--- config.mk ---
export PLATFORM = sky130hd
export DESIGN_NAME = elem_issue_split
export DESIGN_NICKNAME = d
export VERILOG_FILES = /design/src/rtl/elem_split_pkg.sv /design/src/rtl/elem_pick.sv /design/src/rtl/elem_regmap.sv /design/src/rtl/elem_issue_split.sv
export SDC_FILE = /design/constraint.sdc
export NUM_CORES = 1
export LEC_CHECK = 0
export ABC_AREA = 1
export BUFFER_PORTS_ARGS = -buffer_cell sky130_fd_sc_hd__buf_2
export CAP_MARGIN = 20
export CORE_UTILIZATION = 50
export CTS_CLUSTER_DIAMETER = 60
export DETAILED_ROUTE_END_ITERATION = 8
export PLACE_DENSITY = 0.7
export SLEW_MARGIN = 20
export SYNTH_ARGS = -nofsm -noshare
export SYNTH_HDL_FRONTEND = slang
export SYNTH_HIERARCHICAL = 1
export SYNTH_SLANG_ARGS = --single-unit
--- constraint.sdc ---
create_clock -name clk -period 5.08 [get_ports clk]
set_clock_uncertainty 0.05 [all_clocks]
set_input_delay 0 -clock clk [delete_from_list [all_inputs] [get_ports clk]]
set_output_delay 0 -clock clk [all_outputs]
set_load 0.02 [all_outputs]
--- src/rtl/elem_split_pkg.sv ---
package elem_split_pkg;
  typedef enum logic {
    FILL_SKIP = 1'b0,
    FILL_ZERO = 1'b1
  } fill_mode_e;
endpackage

--- src/rtl/elem_pick.sv ---
module elem_pick #(
  parameter int XLEN  = 32,
  parameter int LANES = 4,
  parameter int IW    = $clog2(XLEN)
) (
  input  logic [XLEN-1:0]     mask,
  output logic [LANES-1:0]    valid,
  output logic [LANES*IW-1:0] idx,
  output logic [XLEN-1:0]     taken
);
  logic [XLEN-1:0] rem [LANES+1];
  logic [XLEN-1:0] hot [LANES];

  function automatic logic [IW-1:0] encode(input logic [XLEN-1:0] h);
    logic [IW-1:0] r;
    r = '0;
    for (int i = 0; i < XLEN; i++)
      if (h[i]) r = r | IW'(i);
    return r;
  endfunction

  assign rem[0] = mask;

  // Each lane peels off the lowest remaining set bit.
  for (genvar k = 0; k < LANES; k++) begin : g_lane
    assign hot[k]             = rem[k] & (~rem[k] + {{(XLEN-1){1'b0}}, 1'b1});
    assign rem[k+1]           = rem[k] & ~hot[k];
    assign valid[k]           = |rem[k];
    assign idx[k*IW +: IW]    = encode(hot[k]);
  end

  assign taken = mask & ~rem[LANES];
endmodule

--- src/rtl/elem_regmap.sv ---
module elem_regmap #(
  parameter int RW = 5,
  parameter int IW = 5
) (
  input  logic [RW-1:0] base,
  input  logic          is_vec,
  input  logic [IW-1:0] elem,
  output logic [RW-1:0] regnum
);
  logic [RW+IW-1:0] sum;

  assign sum    = {{IW{1'b0}}, base} + {{RW{1'b0}}, elem};
  assign regnum = is_vec ? sum[RW-1:0] : base;
endmodule

--- src/rtl/elem_issue_split.sv ---
module elem_issue_split
  import elem_split_pkg::*;
#(
  parameter int XLEN  = 32,
  parameter int LANES = 4,
  parameter int RW    = 5,
  parameter int IW    = $clog2(XLEN),
  parameter int VW    = $clog2(XLEN + 1)
) (
  input  logic                clk,
  input  logic                rst_n,
  input  logic                in_valid,
  output logic                in_ready,
  input  logic [RW-1:0]       op_rd,
  input  logic [RW-1:0]       op_rs1,
  input  logic [RW-1:0]       op_rs2,
  input  logic                op_rd_vec,
  input  logic                op_rs1_vec,
  input  logic                op_rs2_vec,
  input  logic [VW-1:0]       op_vl,
  input  logic [XLEN-1:0]     op_pred,
  input  logic                op_zero,
  output logic [LANES-1:0]    lane_valid,
  output logic [LANES-1:0]    lane_zero,
  output logic [LANES*IW-1:0] lane_idx,
  output logic [LANES*RW-1:0] lane_rd,
  output logic [LANES*RW-1:0] lane_rs1,
  output logic [LANES*RW-1:0] lane_rs2
);
  // Captured operation and pending element set
  logic [XLEN-1:0] pend_q, pend_d;
  logic [XLEN-1:0] pred_q;
  fill_mode_e      fill_q, fill_d;
  logic [RW-1:0]   rd_q, rs1_q, rs2_q;
  logic            rdv_q, rs1v_q, rs2v_q;

  logic            busy, accept, scalar_op;
  logic [XLEN-1:0] len_mask, new_mask, taken;

  assign busy      = |pend_q;
  assign in_ready  = ~busy;
  assign accept    = in_valid & in_ready;
  assign scalar_op = ~(op_rd_vec | op_rs1_vec | op_rs2_vec);

  always_comb begin
    for (int i = 0; i < XLEN; i++)
      len_mask[i] = (VW'(i) < op_vl);
  end

  always_comb begin
    if (scalar_op)
      new_mask = {{(XLEN-1){1'b0}}, 1'b1};
    else if (op_zero)
      new_mask = len_mask;
    else
      new_mask = op_pred & len_mask;
    fill_d = (op_zero && !scalar_op) ? FILL_ZERO : FILL_SKIP;
  end

  // Next pending mask: load on accept, shrink while busy
  always_comb begin
    pend_d = pend_q;
    if (accept)
      pend_d = new_mask;
    else if (busy)
      pend_d = pend_q & ~taken;
  end

  always_ff @(posedge clk or negedge rst_n) begin
    if (!rst_n) begin
      pend_q <= '0;
    end else begin
      pend_q <= pend_d;
    end
  end

  always_ff @(posedge clk or negedge rst_n) begin
    if (!rst_n) begin
      pred_q <= '0;
      fill_q <= FILL_SKIP;
      rd_q   <= '0;
      rs1_q  <= '0;
      rs2_q  <= '0;
      rdv_q  <= 1'b0;
      rs1v_q <= 1'b0;
      rs2v_q <= 1'b0;
    end else if (accept) begin
      pred_q <= op_pred;
      fill_q <= fill_d;
      rd_q   <= op_rd;
      rs1_q  <= op_rs1;
      rs2_q  <= op_rs2;
      rdv_q  <= op_rd_vec;
      rs1v_q <= op_rs1_vec;
      rs2v_q <= op_rs2_vec;
    end
  end

  elem_pick #(.XLEN(XLEN), .LANES(LANES), .IW(IW)) u_pick (
    .mask  (pend_q),
    .valid (lane_valid),
    .idx   (lane_idx),
    .taken (taken)
  );

  for (genvar k = 0; k < LANES; k++) begin : g_lane
    logic [IW-1:0] e;
    assign e            = lane_idx[k*IW +: IW];
    assign lane_zero[k] = lane_valid[k] && (fill_q == FILL_ZERO) && !pred_q[e];

    elem_regmap #(.RW(RW), .IW(IW)) u_rd (
      .base(rd_q), .is_vec(rdv_q), .elem(e), .regnum(lane_rd[k*RW +: RW]));
    elem_regmap #(.RW(RW), .IW(IW)) u_rs1 (
      .base(rs1_q), .is_vec(rs1v_q), .elem(e), .regnum(lane_rs1[k*RW +: RW]));
    elem_regmap #(.RW(RW), .IW(IW)) u_rs2 (
      .base(rs2_q), .is_vec(rs2v_q), .elem(e), .regnum(lane_rs2[k*RW +: RW]));
  end
endmodule

==> summary.txt <==
Run status
  • Status: finished clean

Final layout
  • Share of layout cells above drive strength 1: a little under a fifth
  • NumNets Final: between 2,000 and 3,000
  • Final instance area: around 15,000 sq um
  • Layout overhead on the synthesized area: 23.1%
  • Commonest non-fill, non-tap cell in the layout: sky130_fd_sc_hd__nand2_1
  • Final antenna diode count: 0
  • Most used cells in the layout excluding fill and tap cells: sky130_fd_sc_hd__nand2_1 (698), sky130_fd_sc_hd__inv_1 (355), sky130_fd_sc_hd__nand3_1 (241)
  • Non-filler cells in the finished layout: 2,704

Place
  • Port-buffer cells: around 150
  • Post-Place Setup Slack: 0.140 ns
  • Placed wire-length estimate: roughly 37 mm
  • Routability cong.: between 1 and 1.5
  • Standard cell area after detailed placement: 13,000 sq um
  • Inst Count DP: 2,612

Global routing
  • Maximum number of pins on one net before global-route repair: 62
  • First-pass GRT wire length: 72.2 mm
  • Total routing usage reported by global routing: about two fifths
  • GRT overflow: 0
  • Vias in the first global route: around 14,000
  • Antenna violations before repair: 0

Critical path
  • Endpoint required time on the critical path: around 5.0 ns
  • Highest fanout seen on the critical path: 8
  • Most frequent cell on the critical path: sky130_fd_sc_hd__nand2_1
  • Critical Path AT: slightly below 5 ns
  • R2r setup slk: between 1 and 1.5 ns
  • Cell with the largest stage delay on the worst path: sky130_fd_sc_hd__dfrtp_2
  • Crit path capture type: output port
  • CP Class: flip-flop to output port
  • Kind of start point of the critical path: flip-flop
  • Max stage delay on crit path: roughly 0.45 ns

Clocking
  • CTS tree: yes
  • Clock tree root buffer cell: sky130_fd_sc_hd__clkbuf_16
  • Clock transition time at the flip-flop clock pins of the worst setup and hold paths: 0.07 ns
  • Latest clock arrival within the worst-skew pair: 0.36 ns
  • Count of H-tree levels built during CTS: 3
  • CTS Buf Count: 9
  • Total clock sinks: between 80 and 90
  • Maximum clock insertion buffer count: 2

Synth
  • Syn Std Cell Area: 11,900 sq um
  • Share of the yosys chip area belonging to registers: 17.5%
  • Synth cell types: 44
  • Seq cells post-synth: 83
  • Synth Instances: about 2,200
  • Net count of the mapped netlist: about 2,300
  • Post-synth ARST share: 100%
  • Syn avg cell area: about 5.5 sq um
  • Post-synth EDFFs: 0
  • Yosys warning total: 6
  • Synth Flop Type: sky130_fd_sc_hd__dfrtp_1

Timing
  • Maximum clock frequency: slightly above 200 MHz
  • Share of the clock period used by the worst path: between 90% and 100%
  • Final slew viol count: 0
  • Final Hold Fails: 0
  • Setup violators final: 0
  • Setup repair after global routing missed its margin: yes
  • Clock period minus worst slack: 4.90 ns
  • Setup WS post-layout: 0.184 ns
  • Setup TNS after final layout: 0 ns
  • Transition time at the pin with the least slew margin: 0.772 ns
  • Slew HR: about half

Drt
  • Number of vias in the routed layout: 15,003
  • Total wire length: 47.4 mm
  • Residual antenna-violating net count after detailed routing: 0
  • Number of DRC violations after detailed routing: 0
  • Routed wire per std cell: about 18 microns
  • DRC marker count from the first detailed-route iteration: 1,675
  • Routed via count divided by cell count: 5.55
  • Number of iterations in the first detailed-routing pass: 6

Floorplan
  • Horizontal extent of the die: roughly 160 microns
  • Core Area: 23,400 sq um
  • Die height: 156 microns
  • Placement row count: 56
  • Initial cell density of the core: 50.9%
  • I/O pins: 149
  • Area of the die: 24,400 sq um

Hold path
  • Path class of the lowest-slack min-delay path: primary input to asynchronous set/reset pin

Job
  • Max-Cap Viols: 0
sequential cells by signal, indices dropped and copies added (netlist names):
name    flops
rs1_q       5
rs1v_q      1
rs2v_q      1
pend_q     32
rs2_q       5
rd_q        5
rdv_q       1
pred_q     32
fill_q      1
kinds of logic after synthesis:
group	Yosys count	share of synthesized area (%)
buffers and inverters	404	13.5
adders and majority gates	60	7.07
DFF	83	17.5
xor gates and xnor gates	12	0.883
and+or+nand+nor	1378	50.6
AOI/OAI and AO/OA	218	10.5
final timing paths:
check	startpoint	end	cells past startpoint
worst max register to register	pend_q[2]$_DFFE_PN0P_	pend_q[28]$_DFFE_PN0P_	23
max in group asynchronous	rst_n	pend_q[9]$_DFFE_PN0P_	3
min in group clk	op_vl[1]	pend_q[17]$_DFFE_PN0P_	3
worst min-delay path	rst_n	pred_q[13]$_DFFE_PN0N_	2
worst min register to register	pend_q[31]$_DFFE_PN0P_	pend_q[31]$_DFFE_PN0P_	2
worst max-delay path	pend_q[2]$_DFFE_PN0P_	lane_rs2[19]	32
final cells by class:
type / count / area [sq um]
well taps: 319 / 399
clock buffers: 10 / 239
clock inverters: 6 / 76.3
repair inverters: 1 / 7.51
multi-input cells: 1669 / 8800
flip-flops and latches: 83 / 2090
inverters: 368 / 1390
fillers: 2319 / 8750
repair buffers: 248 / 1650
Yosys cell counts (6+ instances only):
cell type	n	area, sq um
sky130_fd_sc_hd__a21oi_1	34	170
sky130_fd_sc_hd__a31oi_1	7	43.8
sky130_fd_sc_hd__buf_2	10	50.1
sky130_fd_sc_hd__buf_4	6	45.0
sky130_fd_sc_hd__buf_6	7	78.8
sky130_fd_sc_hd__clkbuf_1	13	48.8
sky130_fd_sc_hd__dfrtp_1	83	2080
sky130_fd_sc_hd__fa_1	12	240
sky130_fd_sc_hd__ha_1	48	601
sky130_fd_sc_hd__inv_1	358	1340
sky130_fd_sc_hd__inv_2	9	33.8
sky130_fd_sc_hd__nand2_1	753	2830
sky130_fd_sc_hd__nand2_2	32	200
sky130_fd_sc_hd__nand3_1	250	1250
sky130_fd_sc_hd__nand3_2	8	80.1
sky130_fd_sc_hd__nand4_1	28	175
sky130_fd_sc_hd__nor2_1	219	822
sky130_fd_sc_hd__nor2_2	22	138
sky130_fd_sc_hd__nor2_4	14	158
sky130_fd_sc_hd__nor3_1	18	90.1
sky130_fd_sc_hd__nor4_1	7	43.8
sky130_fd_sc_hd__o2111ai_1	9	78.8
sky130_fd_sc_hd__o211ai_1	11	82.6
sky130_fd_sc_hd__o21ai_0	85	425
sky130_fd_sc_hd__o21ai_1	40	200
sky130_fd_sc_hd__o221ai_1	7	61.3
sky130_fd_sc_hd__or2_1	12	75.1
sky130_fd_sc_hd__xor2_1	12	105
stage by stage:
step | hold WS, ns | utilization (%)
floorplan | -0.346 | -
global placement | -0.118 | 55.7
detailed placement | -0.115 | 55.7
CTS | 0.0484 | 59.4
global route | 0.0853 | 62.6
finish | 0.0481 | 62.6
worst max-delay path: cells and delay by family, from the launching register on:
kind	cells	cell delay [ns]
adder cells (fa/ha/maj)	2	0.59
AND/OR/NAND/NOR	26	3.09
buffers and inverters	4	0.32
flip-flops	1	0.45
routing by layer:
metal	GRT usage (%)	vias up	part of all wire [%]
met3	5.34	120	8.5
met2	62.1	780	45
met1	51.4	6840	42
li1	-	7263	-
met4	14.8	0	3.8
met5	0	-	0
what timing repair did:
item,4_1_cts,5_1_grt
gates cloned,1,1
gates resized for setup,17,159
endpoints found under the hold margin,92,0
hold buffers,51,0
pin swaps,0,23
buffers inserted,0,23
endpoints found under the setup margin,18,26
Power is left out: the tool's default activity adds up to more than one toggle a clock period on the data nets, which glitch-free logic cannot reach.
